$ cat src/rtl/ctr_alloc_pkg.sv
package ctr_alloc_pkg;
    localparam int CTR_COUNT = 10;
    localparam int CODE_W    = 8;
    localparam int IDX_W     = $clog2(CTR_COUNT);

    typedef logic [CTR_COUNT-1:0] ctr_mask_t;
    typedef logic [IDX_W-1:0]     ctr_idx_t;
    typedef logic [CODE_W-1:0]    ev_code_t;

    // permitted-counter sets
    localparam ctr_mask_t SET_GENERAL = ctr_mask_t'(10'b11_1111_1100);
    localparam ctr_mask_t SET_CYCLE   = ctr_mask_t'(10'b11_1111_1101);
    localparam ctr_mask_t SET_INSTR   = ctr_mask_t'(10'b00_1000_0010);
    localparam ctr_mask_t SET_SEVEN   = ctr_mask_t'(10'b00_1000_0000);
    localparam ctr_mask_t SET_TRIO    = ctr_mask_t'(10'b00_1110_0000);
    localparam ctr_mask_t SET_EVEN    = ctr_mask_t'(10'b00_0101_0100);
    localparam ctr_mask_t SET_MID     = ctr_mask_t'(10'b00_1111_1100);

    typedef struct packed {
        ctr_mask_t used;
        logic      g_valid;
        logic      g_fail;
        ctr_idx_t  g_idx;
        logic      r_err;
    } alloc_state_t;
endpackage

$ cat src/rtl/ca_affinity.sv
module ca_affinity
    import ctr_alloc_pkg::*;
(
    input  ev_code_t  code,
    output ctr_mask_t allowed
);
    always_comb begin
        case (code) inside
            8'h02: allowed = SET_CYCLE;
            8'h8C: allowed = SET_INSTR;
            8'h01, 8'h96, 8'h97, 8'h9A, 8'h9B, 8'h9F:
                allowed = SET_SEVEN;
            [8'h8D:8'h90], 8'h93, 8'h94, 8'h95, 8'h98, 8'h99, 8'h9C,
            8'hBF, 8'hC0, 8'hC1, 8'hC4, 8'hC5, 8'hC6, 8'hC8, 8'hCA, 8'hCB:
                allowed = SET_TRIO;
            8'hF5, 8'hF6, 8'hF7, 8'hFD:
                allowed = SET_EVEN;
            8'hF8: allowed = SET_MID;
            default: allowed = SET_GENERAL;
        endcase
    end
endmodule

$ cat src/rtl/ca_pick.sv
module ca_pick #(
    parameter int WIDTH = 10,
    parameter int IW    = 4
) (
    input  logic [WIDTH-1:0] cand,
    output logic             found,
    output logic [WIDTH-1:0] onehot,
    output logic [IW-1:0]    idx
);
    // isolate lowest set bit
    assign onehot = cand & (~cand + WIDTH'(1));
    assign found  = |cand;

    logic [WIDTH-1:0][IW-1:0] term;
    generate
        for (genvar g = 0; g < WIDTH; g++) begin : g_enc
            assign term[g] = onehot[g] ? IW'(g) : '0;
        end
    endgenerate

    always_comb begin
        idx = '0;
        for (int i = 0; i < WIDTH; i++) begin
            idx = idx | term[i];
        end
    end
endmodule

$ cat src/rtl/ca_rel_decode.sv
module ca_rel_decode #(
    parameter int WIDTH = 10,
    parameter int IW    = 4
) (
    input  logic [IW-1:0]    idx,
    output logic [WIDTH-1:0] sel,
    output logic             in_range
);
    generate
        for (genvar g = 0; g < WIDTH; g++) begin : g_dec
            assign sel[g] = (idx == IW'(g));
        end
    endgenerate
    assign in_range = |sel;
endmodule

$ cat src/rtl/ctr_allocator.sv
module ctr_allocator
    import ctr_alloc_pkg::*;
(
    input  logic                 clk,
    input  logic                 rst_n,
    input  logic                 alloc_req,
    input  logic [CODE_W-1:0]    alloc_code,
    input  logic                 rel_req,
    input  logic [IDX_W-1:0]     rel_idx,
    output logic                 grant_valid,
    output logic [IDX_W-1:0]     grant_idx,
    output logic                 grant_fail,
    output logic                 rel_err,
    output logic [CTR_COUNT-1:0] used_map
);
    alloc_state_t st_d, st_q;

    ctr_mask_t allowed, rel_sel, cand, pick_oh;
    logic      rel_ok_range, pick_found;
    ctr_idx_t  pick_idx;

    ca_affinity u_aff (
        .code    (alloc_code),
        .allowed (allowed)
    );

    ca_rel_decode #(.WIDTH(CTR_COUNT), .IW(IDX_W)) u_rel (
        .idx      (rel_idx),
        .sel      (rel_sel),
        .in_range (rel_ok_range)
    );

    logic      rel_hit;
    ctr_mask_t used_mid;

    always_comb begin
        rel_hit  = rel_req && rel_ok_range && ((rel_sel & st_q.used) != '0);
        used_mid = rel_hit ? (st_q.used & ~rel_sel) : st_q.used;
        cand     = allowed & ~used_mid;
    end

    ca_pick #(.WIDTH(CTR_COUNT), .IW(IDX_W)) u_pick (
        .cand   (cand),
        .found  (pick_found),
        .onehot (pick_oh),
        .idx    (pick_idx)
    );

    always_comb begin
        st_d         = st_q;
        st_d.g_valid = alloc_req && pick_found;
        st_d.g_fail  = alloc_req && !pick_found;
        st_d.g_idx   = (alloc_req && pick_found) ? pick_idx : '0;
        st_d.used    = (alloc_req && pick_found) ? (used_mid | pick_oh) : used_mid;
        st_d.r_err   = rel_req && !rel_hit;
    end

    always_ff @(posedge clk) begin
        if (!rst_n) st_q <= '0;
        else        st_q <= st_d;
    end

    assign grant_valid = st_q.g_valid;
    assign grant_idx   = st_q.g_idx;
    assign grant_fail  = st_q.g_fail;
    assign rel_err     = st_q.r_err;
    assign used_map    = st_q.used;
endmodule

$ cat config.mk
export PLATFORM = sky130hd
export DESIGN_NAME = ctr_allocator
export DESIGN_NICKNAME = d
export VERILOG_FILES = /design/src/rtl/ctr_alloc_pkg.sv /design/src/rtl/ca_affinity.sv /design/src/rtl/ca_pick.sv /design/src/rtl/ca_rel_decode.sv /design/src/rtl/ctr_allocator.sv
export SDC_FILE = /design/constraint.sdc
export NUM_CORES = 1
export LEC_CHECK = 0
export ABC_CLOCK_PERIOD_IN_PS = 2800
export CAP_MARGIN = 5
export CORE_ASPECT_RATIO = 0.8
export CORE_MARGIN = 1.5
export CORE_UTILIZATION = 50
export DETAILED_ROUTE_END_ITERATION = 10
export PLACE_DENSITY = 0.8
export SETUP_SLACK_MARGIN = 0.4
export SKIP_CTS_REPAIR_TIMING = 1
export SLEW_MARGIN = 20
export SYNTH_ARGS = -nofsm -noshare
export SYNTH_HDL_FRONTEND = slang
export SYNTH_SLANG_ARGS = --single-unit
$ cat constraint.sdc
create_clock -name clk -period 2.8 [get_ports clk]
set_input_delay 0.28 -clock clk [delete_from_list [all_inputs] [get_ports clk]]
set_output_delay 0.28 -clock clk [all_outputs]
set_load 0.05 [all_outputs]
* Word level (Yosys, flattened, before mapping)
Index checks and enable logic that the tools add are counted.
W data, S select, Z words.
** Word-level totals
- Logic and storage cells :: 94
- Input port bits :: 16
- Flip-flop bits (word level) :: 17
- Output and inout port bits :: 17
** Cells by class
- $add $sub $neg :: 1
- Muxes and demuxes :: 17
- Order comparisons :: 2
- Reductions and logical operators :: 16
- Equality and inequality tests :: 37
- Bitwise gates (word level) :: 16
** Operators by type and width (number)
- $eq A8 B8 Y1 const B :: 26
- $mux W10 :: 8
- $and A10 B10 Y10 :: 4
- $or A4 B4 Y4 :: 8
- $not A10 Y10 :: 3
- $reduce_or A10 Y1 :: 2
- $eq A4 B3 Y1 const B :: 4
- $reduce_or A16 Y1 :: 1
- $mux W3 :: 4
- $add A10 B1 Y10 const B :: 1
- $or A10 B10 Y10 :: 1
- $reduce_bool A10 Y1 :: 1
- $eq A4 B2 Y1 const B :: 2
- $eq A4 B4 Y1 const B :: 2
- $eq A8 B1 Y1 const B :: 1
- $eq A8 B2 Y1 const B :: 1
- $ge A8 B8 Y1 const B :: 1
- $le A8 B8 Y1 const B :: 1
- $mux W4 :: 2
- $logic_and A1 B1 Y1 :: 6
- $reduce_or A6 Y1 :: 1
- $eq A4 B1 Y1 const B :: 1
- $logic_not A4 Y1 :: 1
- $mux W2 :: 2
- 4 further kinds :: 5

* Longest topological paths before layout
- Word-level depth :: 20
- Gate-level depth with buffers :: 8
- Gate-level depth less buffers :: 7

* Hierarchy
From an unflattened synthesis, not the netlist that was laid out.
** Second synthesis, totals
- Cells, all modules :: 186
- Area, all modules :: 1542.7 um^2
** Modules (own cells, without submodules)
- ctr_allocator :: cells each 93, times used 1, area an instance 829.5 um^2, seq. area each 340.3 um^2
- ca_affinity :: cells each 48, times used 1, area an instance 355.3 um^2, seq. area each 0.0 um^2
- ca_pick :: cells each 30, times used 1, area an instance 180.2 um^2, seq. area each 0.0 um^2
- ca_rel_decode :: cells each 15, times used 1, area an instance 177.7 um^2, seq. area each 0.0 um^2

* Worst setup path before layout
Ideal clock, no wire load.
- Kind :: reg-to-reg
- Start :: reg st_q (netlist bit used_map[2])
- End :: reg st_q (netlist bit used_map[8])
- Path buffers :: 0
- Period minus slack after synthesis :: 2.256 ns
- Data arrival time :: 2.186 ns
- Stages on the path, launching flop included :: 8
- Setup time :: 0.070 ns
- Path slack :: 0.544 ns
- Data required time :: 2.730 ns
- Cells stage by stage :: dfxtp_1 > nand2_1 > a2111oi_1 > a211oi_1 > o2111ai_2 > nand2_2 > or4_1 > a21oi_1
** Between the ends
- Word-level cells in the longest chain between the ends :: 11
- Elaborated cells on any way between the ends :: 14
- Those cells by class :: 1 x add/sub; 2 x mux; 7 x bitwise; 4 x reduce/logical
** RTL lines
- from (decl) :: line ctr_allocator.sv:16 : alloc_state_t st_d, st_q;
- from (signal assigned) :: line ctr_allocator.sv:60 : else st_q <= st_d;
- $and A10 B10 Y10 :: line ctr_allocator.sv:37 : rel_hit = rel_req && rel_ok_range && ((rel_sel & st_q.used) != '0);
- $reduce_bool A10 Y1 :: line ctr_allocator.sv:37
- $logic_and A1 B1 Y1 :: line ctr_allocator.sv:37
- $mux W10 * :: line ctr_allocator.sv:38 : used_mid = rel_hit ? (st_q.used & ~rel_sel) : st_q.used;
- $not A10 Y10 :: line ctr_allocator.sv:39 : cand = allowed & ~used_mid;
- $and A10 B10 Y10 :: line ctr_allocator.sv:39
- $not A10 Y10 :: line ca_pick.sv:11 : assign onehot = cand & (~cand + WIDTH'(1));
- $add A10 B1 Y10 :: line ca_pick.sv:11
- $and A10 B10 Y10 :: line ca_pick.sv:11
- $or A10 B10 Y10 :: line ctr_allocator.sv:54 : st_d.used = (alloc_req && pick_found) ? (used_mid | pick_oh) : used_mid;
- $mux W10 * :: line ctr_allocator.sv:54
Every way passes the cells marked *; elsewhere a longest branch is shown, timed or not.
A chain may end at the register's enable or synchronous reset.

* Worst setup path after layout
- Start :: in rel_idx[1]
- End :: reg st_q (netlist bit used_map[1])
** Between the ends
- Word-level cells in the longest chain between the ends :: 12
- Elaborated cells on any way between the ends :: 27
- Those cells by class :: 1 x add/sub; 9 x eq/ne; 2 x mux; 8 x bitwise; 7 x reduce/logical
** RTL lines
- from (decl) :: line ctr_allocator.sv:9 : input logic [IDX_W-1:0] rel_idx,
- $eq A4 B1 Y1 (tied with other cells) :: line ca_rel_decode.sv:11 : assign sel[g] = (idx == IW'(g));
- $and A10 B10 Y10 or $reduce_or A10 Y1 (tied branches) :: line ctr_allocator.sv:37, ca_rel_decode.sv:14
- $reduce_bool A10 Y1 or $logic_and A1 B1 Y1 (tied branches) :: line ctr_allocator.sv:37
- $logic_and A1 B1 Y1 :: line ctr_allocator.sv:37
- $mux W10 * :: line ctr_allocator.sv:38
- $not A10 Y10 :: line ctr_allocator.sv:39
- $and A10 B10 Y10 :: line ctr_allocator.sv:39
- $not A10 Y10 :: line ca_pick.sv:11
- $add A10 B1 Y10 :: line ca_pick.sv:11
- $and A10 B10 Y10 :: line ca_pick.sv:11
- $or A10 B10 Y10 :: line ctr_allocator.sv:54
- $mux W10 * :: line ctr_allocator.sv:54
Marks and branches as above.

==> summary.md <==
| Metric | Value |
|---|---|
| Detailed Route Iter0 Violations | 127 |
| Post-synth top flop | dfxtp_1 |
| Post-Syn Area | 1400 µm² |
| CTS clk-pin slew, worst paths | 0.11 ns |
| Data arrival, critical path | 2.50 ns |
| Vias in the first global route | 1531 |
| Final Wtd Congestion | 0.954 |
| Internal power | 378 µW |
| Post-synth EDFFs | 0 |
| Drt via density | 6.49 |
| Syn nets | 187 |
| Area growth, synth to finish | 38.8% |
| Layout net count | 228 |
| Clock buffer count from CTS | 3 |
| Fin Setup TNS | 0 ns |
| CTS tree | done |
| Critical path launch point type | input port |
| Reg area | 340 µm² |
| WS Path Type | in -> reg |
| Setup Skew | 0.00143 ns |
| Die footprint | 3130 µm² |
| Synth Area per Inst | 8.20 µm² |
| CP Capture Type | flip-flop |
| Max-Cap Viols | 0 |
| CP max FO | 8 |
| Final Hold Violating Endpoints | 0 |
| Initial antenna violation count | 0 |
| Hold Path Class | in -> reg |
| Final period util | 82.9% |
| Clk root buf | clkbuf_4 |
| Combinational Power Share | 32.4% |
| Clk sinks | 17 |
| Maximum vdd ir drop | 0.279 mV |
| Grt total ovfl | 0 |
| Clock Power Share | 24.2% |
| Worst-Skew Late Latency | 0.30 ns |
| TritonRoute pass-1 iters | 4 |
| Run status | finished, final reports clean |
| Synth top area share | 24.3% |
| Overall power | 585 µW |
| Net switching power | 207 µW |
| Final WL | 4520 µm |
| Initial Util | 55.2% |
| Io pins | 33 |
| Post-route ant nets | 0 |
| Final Cell Area | 1950 µm² |
| Crit path time final | 2.32 ns |
| Power per cell area | 301 nW/µm² |
| Total track usage | 27.9% |
| Post-DP HPWL | 3290 µm |
| Multi-input logic area | 1040 µm² |
| Gr busiest metal | met2 |
| Relative slew slack | 64.2% |
| Die height | 50.4 µm |
| Met1 Resource Use GR | 36.9% |
| Met3 Use GR | 7.62% |
| RSZ-0062 raised after global routing | false |
| Unique masters post-synth | 63 |
| Met2 usage | 44.7% |
| Final setup fails | 0 |
| Port bufs | 32 |
| Routed vias | 1604 |
| Core area | 2540 µm² |
| Final hold slack | 0.344 ns |
| Top-count cell post-synth | dfxtp_1 |
| Synth Instances | 171 |
| Top cells by area, synth | dfxtp_1 (24%), nand2_1 (4.0%), a21oi_1 (3.2%), nand3_1 (2.9%), buf_2 (2.5%) |
| Area after DPL | 1800 µm² |
| Sw Share | 35.4% |
| Antenna diodes | 0 |
| Seq cells post-synth | 17 |
| Reg power frac | 43.4% |
| First-pass GRT wire length | 6990 µm |
| DR WL/cell | 18.3 µm |
| Row count | 16 |
| DIE WIDTH | 62.2 µm |
| Worst slew pin tran | 0.535 ns |
| Max-slew violation total from the final report | 0 |
| Residual DRC count | 0 |
| Peak Freq | 0.431 GHz |
| Post-layout util | 76.6% |
| Clock Tree Buf Depth | 2 |
| Cell taking the most area after synthesis | dfxtp_1 |
| Layout cell share with drive strength beyond 1 | 19.4% |
| Largest net degree at the start of global routing | 12 |
| Worst Path Required | 2.98 ns |
| P_leak | 0.000803 µW |
| Synth warn | 0 |
| Async set-reset flop share out of synthesis | 0% |
| Seq/Total Area, Yosys | 24.3% |
| Top post-synthesis cells by count | dfxtp_1 (17), nand2_1 (15), a21oi_1 (9) |
| Fill count | 172 |
| CTS H-tree lvls | 1 |
## cells in the final DEF, fill, tap and decap left out, types with 4 or more instances in the layout
cell type,count
nand2_1,15
buf_4,15
dlymetal6s2s_1,11
nor2_1,8
nand3_1,8
and2_1,4
dfxtp_1,17
nor3b_1,4
a21oi_1,9
o21ai_0,4
nor3_1,5
clkdlybuf4s50_1,21
inv_1,8
## registers in the layout, indices dropped and copies added, names as in the netlist
name	count
used_map	10
grant_valid	1
grant_fail	1
grant_idx	4
rel_err	1
## kinds of logic after synthesis
group / count (synthesis) / share of synthesized area, %
buffers and inverters: 19 / 7.05
flip-flops: 17 / 24.3
AO/OA/AOI/OAI: 55 / 33.0
multiplexers: 2 / 1.87
AND/OR/NAND/NOR: 78 / 33.8
## critical path: stages
cell and delay, ns:
clkdlybuf4s50_1 0.45, buf_4 0.19, and3b_1 0.18, a32oi_2 0.23, nand4_1 0.22, a31oi_4 0.29, nand2_4 0.12, o311ai_4 0.41
o22ai_1 0.13
## metal layers
metal | wire [µm] | part of all wire (%)
met5 | 0 | 0
met4 | 110 | 2.4
met3 | 472 | 10
met2 | 2040 | 45
met1 | 1900 | 42
## per-stage QoR
step,cells,worst slack [ns]
after floorplan,171,0.544
after global placement,242,0.0550
after detailed placement,242,-0.0639
after CTS,246,0.264
after global routing,247,0.383
final,247,0.479
## power by group through the flow
stage	Clock [µW]	Sequential [µW]	Combinational, µW
2_1_floorplan	0	283	84.8
3_3_place_gp	0	259	172
3_5_place_dp	0	259	175
4_1_cts	140	254	176
5_1_grt	146	255	201
6_report	141	254	190
## area by class of cell
| type | instances | area share, % |
|---|---|---|
| timing repair buffer | 47 | 23.7 |
| inverter | 8 | 1.54 |
| clock buffer | 3 | 1.16 |
| clock inverter | 1 | 0.257 |
| sequential | 17 | 17.5 |
| multi-input combinational | 135 | 53.6 |
| tap | 36 | 2.31 |
## worst paths after layout
kind,slack [ns],cells past startpoint,to,startpoint
min,0.34,3,rel_err,rel_req
max reg2reg,0.57,7,used_map[1],used_map[2]
min reg2reg,0.54,2,used_map[0],used_map[0]
max,0.48,9,used_map[1],rel_idx[1]
No activity file was read; power rests on OpenSTA's default activity.
